<file path="src/rtl/p3w_pkg.sv">
package p3w_pkg;
  localparam int ADDR_W     = 6;
  localparam int DATA_W     = 8;
  localparam int CMD_BITS   = ADDR_W + 2;
  localparam int FRAME_BITS = CMD_BITS + DATA_W;
  localparam int CNT_W      = $clog2(FRAME_BITS + 1);
  localparam int RES_W      = 3;
  localparam int ID_W       = DATA_W / 2;
  localparam int OWN_BIT    = DATA_W - 1;
  localparam int ACT_BIT    = 0;

  typedef logic [ADDR_W-1:0] addr_t;
  typedef logic [DATA_W-1:0] byte_t;
  typedef logic [CNT_W-1:0]  cnt_t;

  localparam addr_t A_SCRATCH = addr_t'(0);
  localparam addr_t A_IDENT   = addr_t'(1);
  localparam addr_t A_RES     = addr_t'(2);
  localparam addr_t A_PWR     = addr_t'(3);
endpackage

</file>
<file path="src/rtl/p3w_sync.sv">
module p3w_sync #(
  parameter int WIDTH = 1,
  parameter int STAGES = 2,
  parameter logic [WIDTH-1:0] RST_VAL = '0
) (
  input  logic             clk,
  input  logic             rst_n,
  input  logic [WIDTH-1:0] d,
  output logic [WIDTH-1:0] q
);
  generate
    if (STAGES <= 1) begin : g_single
      logic [WIDTH-1:0] stg;
      always_ff @(posedge clk or negedge rst_n) begin
        if (!rst_n) stg <= RST_VAL;
        else        stg <= d;
      end
      assign q = stg;
    end else begin : g_chain
      logic [STAGES-1:0][WIDTH-1:0] stg;
      always_ff @(posedge clk or negedge rst_n) begin
        if (!rst_n) stg <= {STAGES{RST_VAL}};
        else        stg <= {stg[STAGES-2:0], d};
      end
      assign q = stg[STAGES-1];
    end
  endgenerate
endmodule

</file>
<file path="src/rtl/p3w_front.sv">
module p3w_front #(
  parameter int SYNC_STAGES = 2
) (
  input  logic clk,
  input  logic rst_n,
  input  logic sclk,
  input  logic cs_n,
  input  logic sdi,
  output logic sck_rise,
  output logic sck_fall,
  output logic cs_act,
  output logic sdi_s
);
  logic [2:0] raw_pins;
  logic [2:0] syn_pins;
  logic       sck_prev;

  assign raw_pins = {sclk, cs_n, sdi};

  p3w_sync #(.WIDTH(3), .STAGES(SYNC_STAGES), .RST_VAL(3'b010)) u_sync (
    .clk  (clk),
    .rst_n(rst_n),
    .d    (raw_pins),
    .q    (syn_pins)
  );

  always_ff @(posedge clk or negedge rst_n) begin
    if (!rst_n) sck_prev <= 1'b0;
    else        sck_prev <= syn_pins[2];
  end

  assign sck_rise = syn_pins[2] & ~sck_prev;
  assign sck_fall = ~syn_pins[2] & sck_prev;
  assign cs_act   = ~syn_pins[1];
  assign sdi_s    = syn_pins[0];
endmodule

</file>
<file path="src/rtl/p3w_frame.sv">
module p3w_frame
  import p3w_pkg::*;
(
  input  logic  clk,
  input  logic  rst_n,
  input  logic  cs_act,
  input  logic  sck_rise,
  input  logic  sck_fall,
  input  logic  sdi,
  input  byte_t rd_data,
  output addr_t addr,
  output logic  wr_en,
  output byte_t wr_data,
  output logic  sdo,
  output logic  sdo_oe,
  output logic  rd_mode,
  output cnt_t  bit_cnt
);
  byte_t shin;
  byte_t txq;

  always_ff @(posedge clk or negedge rst_n) begin
    if (!rst_n) begin
      bit_cnt <= '0;
      shin    <= '0;
      addr    <= '0;
      rd_mode <= 1'b0;
      txq     <= '0;
      sdo_oe  <= 1'b0;
      wr_en   <= 1'b0;
      wr_data <= '0;
    end else begin
      wr_en <= 1'b0;
      if (!cs_act) begin
        bit_cnt <= '0;
        rd_mode <= 1'b0;
        sdo_oe  <= 1'b0;
      end else begin
        if (sck_rise && bit_cnt != cnt_t'(FRAME_BITS)) begin
          bit_cnt <= bit_cnt + cnt_t'(1);
          shin    <= {shin[DATA_W-2:0], sdi};
          if (bit_cnt == cnt_t'(ADDR_W)) begin
            addr    <= shin[ADDR_W-1:0];
            rd_mode <= sdi;
          end
          if (bit_cnt == cnt_t'(FRAME_BITS - 1) && !rd_mode) begin
            wr_en   <= 1'b1;
            wr_data <= {shin[DATA_W-2:0], sdi};
          end
        end
        if (sck_fall && rd_mode) begin
          if (bit_cnt == cnt_t'(CMD_BITS)) begin
            txq    <= rd_data;
            sdo_oe <= 1'b1;
          end else if (bit_cnt == cnt_t'(FRAME_BITS)) begin
            sdo_oe <= 1'b0;
          end else if (bit_cnt > cnt_t'(CMD_BITS)) begin
            txq <= {txq[DATA_W-2:0], 1'b0};
          end
        end
      end
    end
  end

  assign sdo = txq[DATA_W-1];
endmodule

</file>
<file path="src/rtl/p3w_regs.sv">
module p3w_regs
  import p3w_pkg::*;
#(
  parameter logic [ID_W-1:0] CHIP_ID  = 4'h1,
  parameter logic [ID_W-1:0] CHIP_REV = 4'h0
) (
  input  logic             clk,
  input  logic             rst_n,
  input  logic             wr_en,
  input  addr_t            addr,
  input  byte_t            wr_data,
  input  logic [RES_W-1:0] strap_res,
  input  logic             strap_active,
  output byte_t            rd_data,
  output logic [RES_W-1:0] res_code,
  output logic             standby
);
  localparam byte_t IDENT_BYTE = {CHIP_ID, CHIP_REV};

  byte_t            scratch_q;
  logic [RES_W-1:0] res_q;
  logic             own_q;
  logic             act_q;
  logic [RES_W-1:0] res_eff;
  logic             act_eff;

  always_ff @(posedge clk or negedge rst_n) begin
    if (!rst_n) begin
      scratch_q <= '0;
      res_q     <= '0;
      own_q     <= 1'b0;
      act_q     <= 1'b0;
    end else if (wr_en) begin
      unique case (addr)
        A_SCRATCH: scratch_q <= wr_data;
        A_RES:     res_q     <= wr_data[RES_W-1:0];
        A_PWR: begin
          own_q <= wr_data[OWN_BIT];
          act_q <= wr_data[ACT_BIT];
        end
        default: ;
      endcase
    end
  end

  assign res_eff = own_q ? res_q : strap_res;
  assign act_eff = own_q ? act_q : strap_active;

  always_comb begin
    rd_data = '0;
    unique case (addr)
      A_SCRATCH: rd_data = scratch_q;
      A_IDENT:   rd_data = IDENT_BYTE;
      A_RES:     rd_data[RES_W-1:0] = res_eff;
      A_PWR: begin
        rd_data[OWN_BIT] = own_q;
        rd_data[ACT_BIT] = act_eff;
      end
      default: rd_data = '0;
    endcase
  end

  assign res_code = res_eff;
  assign standby  = ~act_eff;
endmodule

</file>
<file path="src/rtl/p3w_reg_target.sv">
module p3w_reg_target
  import p3w_pkg::*;
#(
  parameter logic [ID_W-1:0] CHIP_ID     = 4'h1,
  parameter logic [ID_W-1:0] CHIP_REV    = 4'h0,
  parameter int              SYNC_STAGES = 2
) (
  input  logic             clk,
  input  logic             rst_n,
  input  logic             sclk,
  input  logic             cs_n,
  input  logic             sdio_i,
  output logic             sdio_o,
  output logic             sdio_oe,
  input  logic [RES_W-1:0] strap_res,
  input  logic             strap_active,
  output logic [RES_W-1:0] res_code,
  output logic             standby
);
  logic  sck_rise;
  logic  sck_fall;
  logic  cs_act;
  logic  sdi_s;
  addr_t reg_addr;
  logic  wr_en;
  byte_t wr_data;
  byte_t rd_data;
  logic  rd_mode;
  cnt_t  bit_cnt;

  p3w_front #(.SYNC_STAGES(SYNC_STAGES)) u_front (
    .clk     (clk),
    .rst_n   (rst_n),
    .sclk    (sclk),
    .cs_n    (cs_n),
    .sdi     (sdio_i),
    .sck_rise(sck_rise),
    .sck_fall(sck_fall),
    .cs_act  (cs_act),
    .sdi_s   (sdi_s)
  );

  p3w_frame u_frame (
    .clk     (clk),
    .rst_n   (rst_n),
    .cs_act  (cs_act),
    .sck_rise(sck_rise),
    .sck_fall(sck_fall),
    .sdi     (sdi_s),
    .rd_data (rd_data),
    .addr    (reg_addr),
    .wr_en   (wr_en),
    .wr_data (wr_data),
    .sdo     (sdio_o),
    .sdo_oe  (sdio_oe),
    .rd_mode (rd_mode),
    .bit_cnt (bit_cnt)
  );

  p3w_regs #(.CHIP_ID(CHIP_ID), .CHIP_REV(CHIP_REV)) u_regs (
    .clk         (clk),
    .rst_n       (rst_n),
    .wr_en       (wr_en),
    .addr        (reg_addr),
    .wr_data     (wr_data),
    .strap_res   (strap_res),
    .strap_active(strap_active),
    .rd_data     (rd_data),
    .res_code    (res_code),
    .standby     (standby)
  );
endmodule

</file>
<file path="config.mk">
export PLATFORM = sky130hd
export DESIGN_NAME = p3w_reg_target
export DESIGN_NICKNAME = d
export VERILOG_FILES = /design/src/rtl/p3w_pkg.sv /design/src/rtl/p3w_sync.sv /design/src/rtl/p3w_front.sv /design/src/rtl/p3w_frame.sv /design/src/rtl/p3w_regs.sv /design/src/rtl/p3w_reg_target.sv
export SDC_FILE = /design/constraint.sdc
export NUM_CORES = 1
export LEC_CHECK = 0
export BUFFER_PORTS_ARGS = -buffer_cell sky130_fd_sc_hd__buf_4
export CAP_MARGIN = 10
export CORE_ASPECT_RATIO = 0.9
export CORE_MARGIN = 1.5
export CORE_UTILIZATION = 56
export DETAILED_ROUTE_END_ITERATION = 8
export PLACE_DENSITY = 0.74
export SETUP_SLACK_MARGIN = 0.1
export SLEW_MARGIN = 20
export SYNTH_ARGS = -nofsm -noshare
export SYNTH_HDL_FRONTEND = slang
export SYNTH_SLANG_ARGS = --single-unit
export TNS_END_PERCENT = 10
</file>
<file path="constraint.sdc">
create_clock -name clk -period 1.95 [get_ports clk]
set_input_delay 0.39 -clock clk [delete_from_list [all_inputs] [get_ports clk]]
set_output_delay 0.39 -clock clk [all_outputs]
set_load 0.01 [all_outputs]
</file>
[Word-level counts from Yosys, hierarchy flattened]
Index checks and enable logic that the tools add are counted.
Cells by class
  shifts and indexed selects: 0
  magnitude comparators: 1
  muxes and demuxes: 21
  bitwise logic cells: 6
  reduce and logical (&&, ||, !) cells: 19
  add/sub/neg operators: 1
  divide/modulo/power cells: 0
  equal/unequal tests: 9
  $mul: 0
Operators by type and width (number)
  8-bit 2-to-1 mux: 3
  6-bit by 2-bit equality test with 1-bit output, second input constant: 2
  2-bit AND reduction: 6
  1-bit 2-to-1 mux: 11
  5-bit by 4-bit equality test with 1-bit output, second input constant: 2
  5-bit 2-to-1 mux: 2
  4-bit one-hot mux with 2 select lines: 1
  2-bit nonzero test: 4
  6-bit by 1-bit equality test with 1-bit output, second input constant: 1
  6-bit logical NOT: 1
  3-bit AND reduction: 2
  5-bit by 1-bit adder with 5-bit output, second input constant: 1
  5-bit by 3-bit equality test with 1-bit output, second input constant: 1
  5-bit equality test, second input constant: 1
  5-bit by 4-bit greater-than comparator with 1-bit output, second input constant: 1
  5-bit != test, second input constant: 1
  1-bit NOT: 4
  2-bit one-hot mux with 2 select lines: 1
  4-bit AND reduction: 1
  1-bit logical AND: 3
  3-bit 2-to-1 mux: 1
  1-bit one-hot mux with 3 select lines: 1
  3-bit nonzero test: 1
  1-bit bitwise AND: 2
  3 further kinds: 3
Storage, ports and cells
  output and inout port bits: 6
  latch bits: 0
  register bits: 57
  memory bits (writable): 0
  logic and storage cells: 72
  ROM bits: 0
  memories kept: 0

[Logic depth before layout (Yosys ltp)]
Gate-level depths: netlist of run 1.
  depth in word-level cells: 5
  gate-level depth with buffers: 6
  mapped depth without buffers: 6

[Cells and area by module]
A second synthesis of run 1 with hierarchy kept.
Unflattened totals
  cell total of the unflattened synthesis: 188
  area total of the unflattened synthesis: 2613.8 um^2
By module, submodules not included
  p3w_frame: times used 1, area each 1724.2 um^2, cells an instance 123
  p3w_regs: times used 1, area each 670.6 um^2, cells an instance 52
  p3w_sync: times used 1, area each 175.2 um^2, cells an instance 9
  p3w_front: times used 1, area each 43.8 um^2, cells an instance 4

[Worst setup path after synthesis of run 1]
No wires, ideal clock.
  path kind: register to register
  start: register u_frame.bit_cnt[0]
  end: register u_frame.shin[0]
  cell stages (with the launch flop): 6
  clock period less this slack: 1.661 ns
  required time: 1.825 ns
  path slack: 0.289 ns
  buffers on the path: 0
  arrival time: 1.536 ns
  cells stage by stage: dfrtp_1 -> inv_1 -> ha_1 -> nand4bb_1 -> nand2_1 -> mux2_2
Between the ends
  word-level cells in the longest chain between the ends: 3
RTL lines
  from (decl): line p3w_frame.sv:17  | output cnt_t bit_cnt
  from (signal assigned): line p3w_frame.sv:40  | bit_cnt <= bit_cnt + cnt_t'(1);
  5-bit != test: line p3w_frame.sv:39  | if (sck_rise && bit_cnt != cnt_t'(FRAME_BITS)) begin
  1-bit logical AND: line p3w_frame.sv:39
  2-bit AND reduction (no line)
  to (signal assigned): line p3w_frame.sv:41  | shin <= {shin[DATA_W-2:0], sdi};
  to (decl): line p3w_frame.sv:19  | byte_t shin;
Every way passes these cells.
A chain may end at the register's enable or synchronous reset.

[Worst setup path after layout of run 1]
  start: register u_frame.bit_cnt[0]
  end: register u_frame.txq[4]
Between the ends
  word-level cells in the longest chain between the ends: 3
RTL lines
  5-bit by 4-bit greater-than comparator with 1-bit output, or another cell as far along: line p3w_frame.sv:57  | end else if (bit_cnt > cnt_t'(CMD_BITS)) begin
  2-bit nonzero test (no line) / 2-bit by 1-bit != test with 1-bit output (equally long branches)
  4-bit AND reduction (no line)
  to (signal assigned): line p3w_frame.sv:53  | txq <= rd_data;
  to (signal assigned): line p3w_frame.sv:58  | txq <= {txq[DATA_W-2:0], 1'b0};
  to (decl): line p3w_frame.sv:20  | byte_t txq;
Parallel ways exist; a longest one is shown, timed or not.

==> metrics.cfg, run 1 <==
[floorplanning]
core-area_mm2=0.00418
dieArea_mm2=0.00488
ios=15
die_x_um=73.4
row_count=22
initial_core_util=0.598
die_h_um=66.4

[sta]
slew_headroom=0.542
finalHoldViolCount=0
fmax_mhz=553
skew_ns=0.00665
setup_viol=0
worst_slew_pin_slew_ns=0.687
min_period_ns=1.81
finalCritPeriodShare=0.928
tns_ns=0
slew_violations=0
rsz0062_at_grt=yes

[logic_synthesis]
synthAdderAreaFrac=0.0200
syn_area_per_cell_um2=13.7
yosys.area_share.simple=0.128
yosys_warnings=0
syn-cell-area_mm2=0.00250
synth_cells=183
synth_compound_area_frac=0.0605
synthesis.nets=196
synth_cell_types=38
synthMuxAreaShare=0.197
synth_top_area_frac=0.550
synth_seq_cells=57
synthXorXnorAreaFrac=0.0105
yosysTopAreaCell=dfrtp_1
synth_area_leaders=dfrtp_1 (55%), mux2_2 (18%), dfstp_2 (2.1%)
synth-seq-area-share=0.571
synth_top_family_by_area=multiplexers

[clocking]
cts_max_path_buffers=2
root_buffer=clkbuf_8
cts.sinks=57
htree_levels=3
clkTransAtPathRegs_ns=0.06
clock_latency_ns=0.33
numCtsBuffers=9
cts_tree=built
cts-hold-fix-buffers=0

[placement]
place_congestion=0.898
dp_hpwl_um=3090
dp.cells=259
port_buffers=14

[grt]
grtUsageTotal=0.206
grt_antenna_before_repair=0
gr-usage-met1=0.287
grtUsageMet3=0.0640
grt-busiest-layer=met2
grt-ovfl-total=0
grt_max_degree=58
grt_use_met2=0.291
first_global_vias=1487
grt_pass1_wl_um=7240

[worst_hold_path]
hold_path_class=in -> async

[routing]
wl_per_cell_um=15.7
finalWirelength_um=4330
ant_nets=0
drtIter0Drc=74
vias_per_cell=5.50
via_count=1512
post-route-drc-count=0
drt-pass1-iter-count=4

[power]
power_density_mw_per_mm2=881
leakage_uw=0.00141
power_uw=2580
irDropWorstVdd_uv=601

[critical_path]
path_class=reg -> reg
worstSetupStartpointType=flip-flop
crit_buf_inv=1
endpoint_kind=flip-flop
cpLargestDelayFamily=simple AND/OR/NAND/NOR gates
r2r-start=u_frame.bit_cnt[0]
max_stage_delay_ns=0.40
rr_worst_depth=6
critical_path_required_ns=2.16
cp_cell_sequence=inv_1 -> ha_1 -> nand2b_2 -> a21oi_2 -> nor3_4 -> mux2_2
cp.arrival_ns=2.02
worst-path-max-fanout=8
crit_slowest_cell=dfrtp_1
r2r_slack_ns=0.14
r2r-end=u_frame.txq[4]

[final_layout]
instances_no_fill=275
nets=223
n_antenna_cell=0
drive_gt1_frac=0.409
mostFrequentLayoutCells=dfrtp_1 (55), mux2_2 (41), buf_4 (18)
area_growth_pct=16.9
fin_util=0.699
final_common_cell=dfrtp_1
fillers=301

[outcome]
status=complete, no violations

[flow_run]
cap_violations=0

## Yosys cell counts, drive strengths merged
cell and number:
dfstp 2, o2bb2ai 1, a211oi 1, a2111oi 3, o31ai 2, and4b 1, xnor2 2, nand2b 1
mux2 41, nand4b 1, and2b 2, xor2 1, clkbuf 2, and4bb 2, nor3 2, ha 4
a2bb2oi 3, nand4 4, a21oi 4, nand3b 2, nor2 9, nand4bb 2, o21ai 5, nand3 5
mux2i 3, and3 2, inv 7, o21ba 1, nor4 2, nand2 8, o32ai 1, and2 2
dfrtp 55
## through the flow
| step | setup WS (ns) | area (µm²) | hold slack, ns |
|---|---|---|---|
| global placement | 0.247 | 2700 | 0.334 |
| CTS | 0.149 | 2910 | 0.119 |
| detailed placement | 0.141 | 2700 | 0.335 |
| finish | 0.141 | 2920 | 0.0902 |
| floorplan | 0.289 | 2500 | 0.0944 |
| global route | 0.0398 | 2920 | 0.146 |
## worst register-to-register path: cells and delay by family (launching register included)
family / cells / cell delay, ns
and+or+nand+nor: 2 / 0.47
buffers and inverters: 1 / 0.08
AOI/OAI and AO/OA: 1 / 0.11
muxes: 1 / 0.38
DFF: 1 / 0.40
adders and majority gates: 1 / 0.26
## final cells by class
class | instances | area [µm²] | share of cell area
flip-flops and latches | 57 | 1430 | 0.489
repair buffers | 18 | 135 | 0.0462
clock buffers | 12 | 155 | 0.0531
multi-input cells | 117 | 1050 | 0.360
inverters | 7 | 26.3 | 0.00899
well taps | 60 | 75.1 | 0.0257
clock inverters | 4 | 51.3 | 0.0175
## per-layer routing
metal	routed length [µm]	vias to the layer above
met2	1980	28
met3	168	9
li1	-	728
met4	59	0
met1	2120	747
met5	0	-
## flip-flops by register name, summed over array words and instances (netlist names)
name                        cells
u_regs.act_q                    1
u_front.u_sync.g_chain.stg      3
u_regs.own_q                    1
u_frame.rd_mode                 1
u_frame.bit_cnt                 5
u_regs.scratch_q                8
u_frame.txq                     8
u_regs.res_q                    3
u_front.sck_prev                1
u_front.u_sync.q                3
u_frame.wr_data                 8
u_frame.sdo_oe                  1
u_frame.addr                    6
u_frame.shin                    7
u_frame.wr_en                   1
## report_power, final
| group | switching [µW] | leakage [µW] | internal (µW) |
|---|---|---|---|
| Sequential | 61.0 | 0.000761 | 1260 |
| Clock | 444 | 0.000103 | 659 |
| Combinational | 72.9 | 0.000549 | 82.6 |
## worst max-delay path by stage
stage	start	to	slack (ns)	cells past startpoint
6_report	u_frame.bit_cnt[0]	u_frame.txq[4]	0.14	6
5_1_grt	u_frame.bit_cnt[0]	u_frame.txq[7]	0.04	6
4_1_cts	u_frame.bit_cnt[0]	u_frame.txq[5]	0.15	5
3_5_place_dp	u_frame.bit_cnt[0]	u_frame.txq[5]	0.14	5
3_3_place_gp	u_frame.bit_cnt[0]	u_frame.txq[7]	0.25	6
2_1_floorplan	u_frame.bit_cnt[0]	u_frame.shin[0]	0.29	5
## timing repair
item,in CTS,in global routing
buffers inserted,0,0
setup endpoints to repair,1,7
resized for setup,1,4
## cell families (layout without fill, tap and decap cells)
family / after synthesis / after routing
flip-flops: 57 / 57
AND/OR/NAND/NOR: 45 / 45
multiplexers: 44 / 44
AO/OA/AOI/OAI: 21 / 21
buffers and inverters: 9 / 41
adder cells (fa/ha/maj): 4 / 4
XOR/XNOR: 3 / 3
Power figures use the tool's default switching activity.
==> run 2: changes to the inputs <==
Settings changed: CTS_BUF_LIST from default to sky130_fd_sc_hd__clkbuf_8.
==> metrics.cfg, run 2 (same netlist as run 1, synthesis figures left out) <==
[final_layout]
final_common_cell=dfrtp_1
instances_no_fill=275
mostFrequentLayoutCells=dfrtp_1 (55), mux2_2 (41), buf_4 (18)
n_antenna_cell=0
nets=223
top_regs=u_frame.txq: 8 flops, u_frame.wr_data: 8 flops, u_regs.scratch_q: 8 flops
drive_gt1_frac=0.409
area_growth_pct=16.9
stdcell_area_mm2=0.00292
fillers=301

[grt]
grtUsageTotal=0.206
grt_antenna_before_repair=0
first_global_vias=1487
grt_pass1_wl_um=7240
grt_max_degree=58
grt-ovfl-total=0

[critical_path]
cp_cell_sequence=inv_1 -> ha_1 -> nand2b_2 -> a21oi_2 -> nor3_4 -> mux2_2
path_class=reg -> reg
worst-path-max-fanout=8
crit_slowest_cell=dfrtp_1
cp.arrival_ns=2.02
worstSetupStartpointType=flip-flop
r2r-start=u_frame.bit_cnt[0]
endpoint_kind=flip-flop
critPathLaunch=u_frame.bit_cnt[0]
critical_path_required_ns=2.16
max_stage_delay_ns=0.40

[sta]
finalCritPeriodShare=0.928
setup_viol=0
finalHoldViolCount=0
rsz0062_at_grt=yes
tns_ns=0
worst_slew_pin_slew_ns=0.687
fmax_mhz=553
min_period_ns=1.81
skew_ns=0.00665
slew_headroom=0.542
hold_slack_ns=0.0902
slew_violations=0

[clocking]
clock_latency_ns=0.33
cts_tree=built
htree_levels=3
cts.sinks=57
numCtsBuffers=9
clkTransAtPathRegs_ns=0.06
root_buffer=clkbuf_8
cts_max_path_buffers=2

[routing]
wl_per_cell_um=15.7
via_count=1512
drtIter0Drc=74
post-route-drc-count=0
drt-pass1-iter-count=4
ant_nets=0
finalWirelength_um=4330
vias_per_cell=5.50

[placement]
dp.cells=259
placed_area_mm2=0.00270
dp_hpwl_um=3090
place_congestion=0.898
port_buffers=14

[floorplanning]
core-area_mm2=0.00418
ios=15
die_x_um=73.4
die_h_um=66.4
initial_core_util=0.598
row_count=22
dieArea_mm2=0.00488

[power]
power_density_mw_per_mm2=879
irDropWorstVdd_uv=591
leakage_uw=0.00142
power_uw=2570

[flow_run]
cap_violations=0

[worst_hold_path]
hold_path_class=in -> async

[outcome]
status=complete, no violations

## run 2: through the flow
step	utilization	worst slack, ns
floorplan	-	0.289
global placement	0.646	0.247
detailed placement	0.646	0.141
CTS	0.696	0.149
global route	0.699	0.0398
finish	0.699	0.141
## run 2: critical path, delay by kind of cell (launching register included)
family / cells / cell delay, ns
buf+inv: 1 / 0.08
flops: 1 / 0.40
mux: 1 / 0.38
fa+ha+maj: 1 / 0.26
simple gates: 2 / 0.47
compound gates: 1 / 0.11
## run 2: path summary, 6_finish.rpt
path / slack [ns] / depth (start not counted) / to
setup / recovery: 0.14 / 6 / u_frame.txq[4]
hold / removal: 0.09 / 1 / u_frame.bit_cnt[2]
setup reg to reg: 0.14 / 6 / u_frame.txq[4]
hold reg to reg: 0.35 / 0 / u_front.u_sync.q[2]
max in group asynchronous: 1.39 / 1 / u_front.u_sync.g_chain.stg[2]
min in group clk: 0.17 / 1 / u_front.u_sync.g_chain.stg[1]
## run 2: cell type report
class,instances,area (µm²),share of cell area
clock buffers,11,151,0.0518
well taps,60,75.1,0.0257
multi-input cells,117,1050,0.360
inverters,7,26.3,0.00899
flip-flops and latches,57,1430,0.489
repair buffers,18,135,0.0462
clock inverters,5,55.1,0.0188
## run 2: where the power goes
group	internal (µW)	leakage [µW]	switching [µW]
registers	1260	0.000761	61.0
clock network	654	0.000107	444
logic	82.6	0.000549	72.9
## run 2: routing by layer
layer / wire, µm / track usage / share of wire / vias to the layer above
met3: 168 / 0.0640 / 0.039 / 9
met1: 2120 / 0.287 / 0.49 / 747
met2: 1980 / 0.291 / 0.46 / 28
met4: 59 / 0.104 / 0.014 / 0
met5: 0 / 0 / 0 / -
li1: - / - / - / 728
## run 2: what timing repair did
action	in CTS	in global routing
hold buffers	0	0
resized for setup	1	4
buffers inserted	0	0
endpoints found under the setup margin	1	7
